===== src/rtl/ptr_guard_pkg.sv =====
package ptr_guard_pkg;
  typedef enum logic [1:0] {
    MODE_EQUAL  = 2'd0,
    MODE_RANGE  = 2'd1,
    MODE_BITVEC = 2'd2,
    MODE_RSVD   = 2'd3
  } chk_mode_e;
endpackage


===== src/rtl/ptr_guard_index.sv =====
// Offset, rotate and bound compare. The index lands high on any misalignment.
module ptr_guard_index #(
  parameter int PTR_W   = 64,
  parameter int ALIGN_W = 4,
  parameter int COUNT_W = 20
) (
  input  logic [PTR_W-1:0]   ptr,
  input  logic [PTR_W-1:0]   base,
  input  logic [ALIGN_W-1:0] align,
  input  logic [COUNT_W-1:0] count,
  output logic [PTR_W-1:0]   index,
  output logic               in_range
);
  localparam int PAD_W = PTR_W - COUNT_W;

  logic [PTR_W:0]   diff;
  logic             borrow;
  logic [PTR_W-1:0] stg [ALIGN_W+1];

  assign diff   = {1'b0, ptr} - {1'b0, base};
  assign borrow = diff[PTR_W];
  assign stg[0] = diff[PTR_W-1:0];

  // Barrel rotate right, one stage per bit of the alignment field.
  for (genvar k = 0; k < ALIGN_W; k++) begin : g_rot
    localparam int SH = 1 << k;
    assign stg[k+1] = align[k] ? {stg[k][SH-1:0], stg[k][PTR_W-1:SH]} : stg[k];
  end

  assign index    = stg[ALIGN_W];
  assign in_range = !borrow && (index < {{PAD_W{1'b0}}, count});
endmodule


===== src/rtl/ptr_guard_slot.sv =====
// Inline validity mask test on the slot index.
module ptr_guard_slot #(
  parameter int PTR_W = 64,
  parameter int VEC_W = 64
) (
  input  logic [PTR_W-1:0] index,
  input  logic [VEC_W-1:0] vec,
  output logic             slot_ok
);
  localparam int IDX_W = $clog2(VEC_W);

  logic all_set;
  logic idx_fits;

  assign all_set  = &vec;
  assign idx_fits = index < PTR_W'(VEC_W);
  assign slot_ok  = all_set || (idx_fits && vec[index[IDX_W-1:0]]);
endmodule


===== src/rtl/ptr_guard_route.sv =====
// Maps the verdict and handler address onto the three result flags.
module ptr_guard_route #(
  parameter int PTR_W = 64
) (
  input  logic             ok,
  input  logic [PTR_W-1:0] fail_tgt,
  output logic             pass,
  output logic             trap,
  output logic             redirect,
  output logic [PTR_W-1:0] addr
);
  logic tgt_zero;

  assign tgt_zero = (fail_tgt == '0);
  assign pass     = ok;
  assign trap     = !ok && tgt_zero;
  assign redirect = !ok && !tgt_zero;
  assign addr     = redirect ? fail_tgt : '0;
endmodule


===== src/rtl/ptr_guard.sv =====
module ptr_guard
  import ptr_guard_pkg::*;
#(
  parameter int PTR_W   = 64,
  parameter int ALIGN_W = 4,
  parameter int COUNT_W = 20,
  parameter int VEC_W   = 64
) (
  input  logic               clk,
  input  logic               rst,
  input  logic               in_valid,
  output logic               in_ready,
  input  logic [1:0]         in_mode,
  input  logic [PTR_W-1:0]   in_ptr,
  input  logic [PTR_W-1:0]   in_base,
  input  logic [ALIGN_W-1:0] in_align,
  input  logic [COUNT_W-1:0] in_count,
  input  logic [VEC_W-1:0]   in_vec,
  input  logic [PTR_W-1:0]   in_fail_tgt,
  output logic               out_valid,
  input  logic               out_ready,
  output logic               out_pass,
  output logic               out_trap,
  output logic               out_redirect,
  output logic [PTR_W-1:0]   out_addr
);
  logic [PTR_W-1:0] index;
  logic             in_range;
  logic             slot_ok;
  logic             ok;
  logic             c_pass, c_trap, c_redirect;
  logic [PTR_W-1:0] c_addr;
  logic             accept;

  ptr_guard_index #(.PTR_W(PTR_W), .ALIGN_W(ALIGN_W), .COUNT_W(COUNT_W)) u_index (
    .ptr(in_ptr), .base(in_base), .align(in_align), .count(in_count),
    .index(index), .in_range(in_range)
  );

  ptr_guard_slot #(.PTR_W(PTR_W), .VEC_W(VEC_W)) u_slot (
    .index(index), .vec(in_vec), .slot_ok(slot_ok)
  );

  always_comb begin
    unique case (chk_mode_e'(in_mode))
      MODE_EQUAL:  ok = (in_ptr == in_base);
      MODE_RANGE:  ok = in_range;
      MODE_BITVEC: ok = in_range && slot_ok;
      default:     ok = 1'b0;
    endcase
  end

  ptr_guard_route #(.PTR_W(PTR_W)) u_route (
    .ok(ok), .fail_tgt(in_fail_tgt),
    .pass(c_pass), .trap(c_trap), .redirect(c_redirect), .addr(c_addr)
  );

  assign in_ready = !out_valid || out_ready;
  assign accept   = in_valid && in_ready;

  always_ff @(posedge clk) begin
    if (rst) begin
      out_valid    <= 1'b0;
      out_pass     <= 1'b0;
      out_trap     <= 1'b0;
      out_redirect <= 1'b0;
      out_addr     <= '0;
    end else if (accept) begin
      out_valid    <= 1'b1;
      out_pass     <= c_pass;
      out_trap     <= c_trap;
      out_redirect <= c_redirect;
      out_addr     <= c_addr;
    end else if (out_ready) begin
      out_valid    <= 1'b0;
    end
  end

  // Independent misalignment view, used only by the checks below.
  logic [PTR_W-1:0] a_off;
  logic [PTR_W-1:0] a_mask;
  logic             a_misaligned;
  assign a_off        = in_ptr - in_base;
  assign a_mask       = (PTR_W'(1) << in_align) - PTR_W'(1);
  assign a_misaligned = |(a_off & a_mask);

  p_reset_r1: assert property (@(posedge clk) rst |=> !out_valid);

  p_accept_r2: assert property (@(posedge clk) disable iff (rst)
    accept |=> out_valid);

  p_hold_r2: assert property (@(posedge clk) disable iff (rst)
    (out_valid && !out_ready) |=> (out_valid && $stable(out_pass) && $stable(out_trap)
      && $stable(out_redirect) && $stable(out_addr)));

  p_misalign_r3: assert property (@(posedge clk) disable iff (rst)
    (accept && in_mode == MODE_RANGE && a_misaligned) |=> !out_pass);

  p_below_r3: assert property (@(posedge clk) disable iff (rst)
    (accept && in_mode != MODE_EQUAL && in_ptr < in_base) |=> !out_pass);

  p_zero_count_r4: assert property (@(posedge clk) disable iff (rst)
    (accept && in_mode != MODE_EQUAL && in_count == '0) |=> !out_pass);

  p_equal_r7: assert property (@(posedge clk) disable iff (rst)
    (accept && in_mode == MODE_EQUAL) |=> (out_pass == $past(in_ptr == in_base)));

  p_reserved_r8: assert property (@(posedge clk) disable iff (rst)
    (accept && in_mode == MODE_RSVD) |=> !out_pass);

  p_addr_r9: assert property (@(posedge clk) disable iff (rst)
    (out_valid && !out_redirect) |-> (out_addr == '0));

  p_one_flag_r10: assert property (@(posedge clk) disable iff (rst)
    out_valid |-> ($countones({out_pass, out_trap, out_redirect}) == 1));
endmodule


===== config.mk =====
export PLATFORM = sky130hd
export DESIGN_NAME = ptr_guard
export DESIGN_NICKNAME = d
export VERILOG_FILES = /design/src/rtl/ptr_guard_pkg.sv /design/src/rtl/ptr_guard_index.sv /design/src/rtl/ptr_guard_slot.sv /design/src/rtl/ptr_guard_route.sv /design/src/rtl/ptr_guard.sv
export SDC_FILE = /design/constraint.sdc
export NUM_CORES = 1
export LEC_CHECK = 0
export ABC_AREA = 1
export BUFFER_PORTS_ARGS = -buffer_cell sky130_fd_sc_hd__buf_4
export CAP_MARGIN = 20
export CELL_PAD_IN_SITES_DETAIL_PLACEMENT = 1
export CELL_PAD_IN_SITES_GLOBAL_PLACEMENT = 1
export CORE_MARGIN = 4
export CORE_UTILIZATION = 26
export DETAILED_ROUTE_END_ITERATION = 8
export PLACE_DENSITY_LB_ADDON = 0.1
export SETUP_SLACK_MARGIN = 0.1
export SYNTH_ARGS = -nofsm -noshare
export SYNTH_HDL_FRONTEND = slang
export SYNTH_HIERARCHICAL = 1
export SYNTH_SLANG_ARGS = --single-unit

===== constraint.sdc =====
create_clock -name clk -period 10 [get_ports clk]
set_input_delay 0.5 -clock clk [delete_from_list [all_inputs] [get_ports clk]]
set_output_delay 0.5 -clock clk [all_outputs]
set_load 0.005 [all_outputs]

Word level (Yosys, flattened, before mapping). Cells that the tools add are included.

$add $sub $neg: 1. Multiplexer cells: 10. Eq/ne operators: 3. $lt $le $gt $ge: 3. Reductions and logical operators: 16.

Operators with widths (number): 64-bit 2-to-1 mux (5); 64-bit by 64-bit subtractor with 65-bit output (1); 64-bit == test (1); 64-bit zero test (1); 64-bit by 20-bit < comparator with 1-bit output (1); 64-bit by 7-bit < comparator with 1-bit output (second input constant) (1); 64-bit AND reduction (1); 6-bit by 7-bit < comparator with 1-bit output (second input constant) (1); 1-bit binary-select mux with 6-bit select (1); 1-bit logical AND (6); 1-bit zero test (4); 1-bit 2-to-1 mux (3); 1-bit one-hot mux with 3 select lines (1); 2-bit by 1-bit == test with 1-bit output (second input constant) (1); 2-bit == test (second input constant) (1); 2-bit zero test (1); 1-bit logical OR (2); 2-bit nonzero test (1).

Flip-flop bits (word level): 68. Output and inout port bits: 69. Bits of input ports: 286. Logic and storage cells: 38.

Depth between registers and ports, before layout.
Word-level depth: 14. Depth in mapped cells: 42. Mapped depth without buffers: 40.

By module. Netlist, hierarchy kept.

Modules (own cells, without submodules): ptr_guard_index (cells each 2142, sequential area each 0.0 um^2, instances 1, area each 10088.4 um^2); ptr_guard (cells each 589, sequential area each 1361.3 um^2, instances 1, area each 3778.6 um^2); ptr_guard_slot (cells each 286, sequential area each 0.0 um^2, instances 1, area each 1272.5 um^2); ptr_guard_route (cells each 202, sequential area each 0.0 um^2, instances 1, area each 809.5 um^2).

Worst setup path after synthesis. OpenSTA, ideal clock, no wires.

Path type: input -> register. From: input port in_ptr[0]. To: register out_addr[30]. Arrival: 4.177 ns. Stages: 37. Buffers on the path: 4. Path slack: 5.680 ns. Data required time: 9.857 ns. Library setup time: 0.143 ns. Cells stage by stage: inv_1 -> ha_1 -> inv_1 -> fa_1 -> nand3_1 -> nand3_2 -> nand3_1 -> nand3b_2 -> or2_2 -> nand2_1 -> nor2_1 -> nor2_1 -> nand2_1 -> nand3_1 -> o21ai_0 -> o21ai_0 -> buf_6 -> inv_2 -> buf_6 -> nand3_1 -> nand3_1 -> nand3_1 -> nand3_1 -> nand3_1 -> nand3_1 -> nand2_1 -> inv_1 -> o21ai_0 -> nand3b_1 -> nand2_1 -> inv_1 -> nand2_1 -> buf_6 -> buf_6 -> nor2_1 -> nand2_1 -> a21oi_2.

Longest elaborated chain between the ends: 14. Elaborated cells on any way between the ends: 19. Those cells by class: add/sub (1); order compare (2); eq/ne (1); mux (8); reduce/logical (7).

RTL lines: start, declared (RTL line ptr_guard.sv:14) `input logic [PTR_W-1:0] in_ptr,`; 64-bit by 64-bit subtractor with 65-bit output (*) (RTL line ptr_guard_index.sv:20) `assign diff = {1'b0, ptr} - {1'b0, base};`; 64-bit 2-to-1 mux (*) (4 in a row) (RTL line ptr_guard_index.sv:27) `assign stg[k+1] = align[k] ? {stg[k][SH-1:0], stg[k][PTR_W-1:SH]} : stg[k];`; net index[1] (RTL line ptr_guard.sv:27) `logic [PTR_W-1:0] index;`; branches (longest 2 deep; another with 64-bit by 7-bit < comparator with 1-bit output); 1-bit logical AND (*) (RTL line ptr_guard_slot.sv:17) `assign slot_ok = all_set || (idx_fits && vec[index[IDX_W-1:0]]);`; 1-bit logical OR (*) (RTL line ptr_guard_slot.sv:17); net slot_ok (RTL line ptr_guard.sv:29) `logic slot_ok;`; 1-bit logical AND (*) (RTL line ptr_guard.sv:48) `MODE_BITVEC: ok = in_range && slot_ok;`; 1-bit one-hot mux with 3 select lines (*) (RTL line ptr_guard.sv:45) `unique case (chk_mode_e'(in_mode))`; net ok (RTL line ptr_guard.sv:30) `logic ok;`; 1-bit zero test (*) (RTL line ptr_guard_route.sv:17) `assign redirect = !ok && !tgt_zero;`; 1-bit logical AND (*) (RTL line ptr_guard_route.sv:17); 64-bit 2-to-1 mux (*) (RTL line ptr_guard_route.sv:18) `assign addr = redirect ? fail_tgt : '0;`; net c_addr[30] (RTL line ptr_guard.sv:32) `logic [PTR_W-1:0] c_addr;`; end signal, assigned (RTL line ptr_guard.sv:73) `out_addr <= c_addr;`; end, declared (RTL line ptr_guard.sv:25) `output logic [PTR_W-1:0] out_addr`.

Mark *: on every way through the listed nets, which the timed path passes. The select of a mux whose other input is x is not followed. A chain may end at the register's enable or synchronous reset.

Final worst setup path.
From: input port in_ptr[46]. To: register out_addr[25].

Longest elaborated chain between the ends: 13. Elaborated cells on any way between the ends: 17. Those cells by class: add/sub (1); order compare (2); eq/ne (1); mux (6); reduce/logical (7).

RTL lines: 64-bit by 64-bit subtractor with 65-bit output (RTL line ptr_guard_index.sv:20); 64-bit 2-to-1 mux (4 in a row) (RTL line ptr_guard_index.sv:27); net index[44] (RTL line ptr_guard.sv:27); 64-bit by 7-bit < comparator with 1-bit output (RTL line ptr_guard_slot.sv:16) `assign idx_fits = index < PTR_W'(VEC_W);`; 1-bit logical AND (RTL line ptr_guard_slot.sv:17); 1-bit logical OR (RTL line ptr_guard_slot.sv:17); net slot_ok (RTL line ptr_guard.sv:29); 1-bit logical AND (RTL line ptr_guard.sv:48); 1-bit one-hot mux with 3 select lines (RTL line ptr_guard.sv:45); net ok (RTL line ptr_guard.sv:30); 1-bit zero test (RTL line ptr_guard_route.sv:17); 1-bit logical AND (RTL line ptr_guard_route.sv:17); 64-bit 2-to-1 mux (RTL line ptr_guard_route.sv:18); net c_addr[25] (RTL line ptr_guard.sv:32).

The timed path passes the listed nets, and every way through them passes these cells.

==> reports/results.md <==
| Metric | Value |
|---|---|
| Setup TNS | 0 ns |
| Post-Syn Instances | 3219 |
| Depth of the worst register-to-register path | 6 |
| CTS Sinks | 68 |
| Total area of multi-input combinational cells | 11400 µm² |
| Clock Tree Root | sky130_fd_sc_hd__clkbuf_16 |
| Die span in x | 256 µm |
| Share of synthesized flip-flops with an asynchronous set or reset | 0% |
| Initial core utilization | 26.3% |
| Number of flops mapped to enable cells by yosys | 0 |
| Worst Tran Pin Value | 0.959 ns |
| Die span in y | 256 µm |
| Startpoint of the worst setup timing path | in_ptr[46] |
| Total number of vias | 20200 |
| Min cycle time layout | 6.46 ns |
| Htree depth | 3 |
| Highest-count cells in the layout ignoring fill and taps | sky130_fd_sc_hd__nand2_1 (1150), sky130_fd_sc_hd__inv_1 (664), sky130_fd_sc_hd__nand3_1 (429) |
| Insertion delay to the later sink of the worst-skew pair | 0.33 ns |
| Capturing point of the worst reg2reg path | out_addr[30] |
| Most frequent cell on the critical path | sky130_fd_sc_hd__nand2_1 |
| Global-route wire length before repair | 120000 µm |
| Element type at the critical path start | input pin |
| Critical path arrival | 6.64 ns |
| Worst hold path endpoint | out_addr[13] |
| Peak supply drop | 0.0000911 V |
| Number of antenna violations at the first check in global routing | 1 |
| Most frequent standard cell in the layout excluding fill and tap cells | sky130_fd_sc_hd__nand2_1 |
| Area of the die | 65400 µm² |
| # setup viols final | 0 |
| Register area | 1360 µm² |
| Worst setup EP type | flip-flop |
| Cell family with the largest share of critical-path delay | simple AND/OR/NAND/NOR gates |
| Setup repair bufs after CTS | 0 |
| Number of nets still failing antenna checks after routing | 0 |
| Seq cells post-synth | 68 |
| Non-filler instance count after layout | 4285 |
| Max cap viols | 0 |
| Routed wire length per instance | 18.4 µm |
| Area growth from synthesis to layout | 21.6% |
| Top-level port count | 355 |
| Pin count of the biggest net entering global routing | 70 |
| Area of the mapped netlist | 15900 µm² |
| Final layout net count | 3868 |
| First drt pass iteration count | 5 |
| GRT Resource Usage Total | 23.1% |
| Hold Path Cell Cnt | 2 |
| IO buf count | 354 |
| Number of design rule violations left after detail routing | 0 |
| Maximum operating frequency | 155 MHz |
| Register area share after synthesis | 8.54% |
| Hold Crit Start | out_addr[13] |
| Detailed Route Iter0 Violations | 871 |
| Fillers | 8497 |
| GP Congestion | 0.929 |
| Congestion Overflow GR | 0 |
| TritonCTS Buffers | 9 |
| CP Buf/Inv Count | 6 |
| Cells resized by post-CTS repair | 0 |
| Worst Hold Class | reg -> reg |
| Biggest cell delay along the critical path | 0.60 ns |
| Type of the worst setup path | in -> reg |
| WL final | 78900 µm |
| Instance count after placement with tap cells included | 4268 |
| Crit Path Max Fanout | 65 |
| Placeable core region | 60600 µm² |
| Fin util | 32.0% |
| Number of hold buffers added after cts | 0 |
| Per-instance average area after synthesis | 4.95 µm² |
| Via count of the first global-routing pass | 20600 |
| Post-detailed-route via-to-cell ratio | 4.72 |
| Slowest CP cell | sky130_fd_sc_hd__o21ai_0 |
| Post-synthesis cell type count | 50 |
| Pins Over Slew Limit | 0 |
| Setup skew after layout | 0.00720 ns |
| TritonCTS clock tree | yes |
| YS warnings | 6 |
| Fraction of layout instances using a drive strength above 1 | 14.8% |
| Flop2flop setup slack | 7.82 ns |
| Crit share post-route | 64.6% |
| Clock Path Buffers | 2 |
| Syn nets | 3589 |
| Leakage dissipation | 11.6 nW |
| Required time reported for the critical path endpoint | 10.18 ns |
| HPWL after detailed placement | 68800 µm |
| Most used DFF post-synth | sky130_fd_sc_hd__dfxtp_1 |
| Unrepaired setup endpoints after global routing | no |
| Worst rel slew slack | 34.3% |
| Row Count | 90 |
| Clock edge transition at the registers on the reported setup and hold paths | 0.06 ns |
| Power density over the cells | 91.3 nW/µm² |
| Launch instance of the worst register-to-register path | out_valid |
| Status | finished, final reports clean |
| Final Hold Fails | 0 |
cell usage after synthesis (2+ instances only):
cell type,n,area [µm²]
sky130_fd_sc_hd__buf_8,2,30.0
sky130_fd_sc_hd__nand2_4,2,22.5
sky130_fd_sc_hd__nand4_1,32,200
sky130_fd_sc_hd__nor3_1,11,55.1
sky130_fd_sc_hd__nor2_1,297,1110
sky130_fd_sc_hd__xor2_1,15,131
sky130_fd_sc_hd__nor3_2,4,40.0
sky130_fd_sc_hd__nand2_2,48,300
sky130_fd_sc_hd__mux2i_1,14,140
sky130_fd_sc_hd__dfxtp_1,68,1360
sky130_fd_sc_hd__and2_1,10,62.6
sky130_fd_sc_hd__nor4_1,9,56.3
sky130_fd_sc_hd__ha_1,83,1040
sky130_fd_sc_hd__nand3b_1,8,60.1
sky130_fd_sc_hd__buf_2,41,205
sky130_fd_sc_hd__buf_6,13,146
sky130_fd_sc_hd__buf_4,8,60.1
sky130_fd_sc_hd__a211oi_1,2,15.0
sky130_fd_sc_hd__a21oi_2,29,254
sky130_fd_sc_hd__or2_2,7,43.8
sky130_fd_sc_hd__nand3_2,20,200
sky130_fd_sc_hd__and3_1,3,18.8
sky130_fd_sc_hd__nor2_2,14,87.6
sky130_fd_sc_hd__buf_12,2,40.0
sky130_fd_sc_hd__a21oi_1,91,455
sky130_fd_sc_hd__o21ai_1,6,30.0
sky130_fd_sc_hd__clkbuf_4,4,30.0
sky130_fd_sc_hd__nand3_1,429,2150
sky130_fd_sc_hd__inv_2,8,30.0
sky130_fd_sc_hd__buf_1,10,37.5
sky130_fd_sc_hd__o21ai_0,57,285
sky130_fd_sc_hd__clkbuf_1,14,52.6
sky130_fd_sc_hd__inv_1,666,2500
sky130_fd_sc_hd__nand2_1,1151,4320
sky130_fd_sc_hd__nand3b_2,2,22.5
sky130_fd_sc_hd__xnor2_1,25,219
worst max-delay path by stage:
stage	slack [ns]	cells past startpoint	to
floorplan	5.68	37	out_addr[30]
global placement	2.82	27	out_addr[23]
detailed placement	3.11	34	out_addr[37]
CTS	3.44	34	out_addr[37]
global route	3.06	35	out_addr[1]
finish	3.54	34	out_addr[25]
worst register-to-register path, stage by stage (launching register included):
cell	delay, ns
sky130_fd_sc_hd__dfxtp_1	0.32
sky130_fd_sc_hd__nand2_2	0.10
sky130_fd_sc_hd__nand2_4	0.43
sky130_fd_sc_hd__clkinv_2	0.16
sky130_fd_sc_hd__buf_4	0.70
sky130_fd_sc_hd__nand2_1	0.21
sky130_fd_sc_hd__a21oi_2	0.17
stage by stage:
| step | power (mW) | hold slack, ns | worst slack (ns) | instance area [µm²] |
|---|---|---|---|---|
| after floorplan | 1.01 | 0.460 | 5.68 | 15900 |
| after global placement | 1.41 | 0.453 | 2.82 | 19000 |
| after detailed placement | 1.44 | 0.458 | 3.11 | 19100 |
| after CTS | 1.79 | 0.467 | 3.44 | 19400 |
| after global routing | 1.94 | 0.484 | 3.06 | 19400 |
| final | 1.77 | 0.465 | 3.54 | 19400 |
state kept, by name, summed over array words and instances (netlist names):
name / flops
out_redirect: 1
out_pass: 1
out_addr: 64
out_trap: 1
out_valid: 1
metal layers:
layer	wire [µm]	up-vias	GRT usage (%)
li1	-	10300	-
met1	36200	9524	30.8
met2	39400	323	42.2
met3	2140	47	1.29
met4	1110	0	3.25
met5	0	-	0
power breakdown:
group	switching (mW)	leakage [nW]	total, mW	internal, mW
Clock	0.123	0.151	0.340	0.217
Combinational	0.748	10.9	1.13	0.387
Sequential	0.00870	0.560	0.296	0.287
final cells by class:
class	count	share of cell area, %
multi-input cells	2381	59.0
repair buffers	362	14.2
inverters	676	13.1
clock inverters	6	0.464
diodes	1	0.0129
clock buffers	9	1.16
flip-flops and latches	68	7.02
well taps	782	5.04
cells by family after synthesis:
logic type | after synthesis | synth area share (%)
muxes | 14 | 0.879
AOI/OAI and AO/OA | 193 | 6.98
adders and majority gates | 84 | 6.64
xor gates and xnor gates | 40 | 2.20
DFF | 68 | 8.54
and+or+nand+nor | 2050 | 55.1
buffers and inverters | 770 | 19.7
Power figures use the tool's default switching activity.
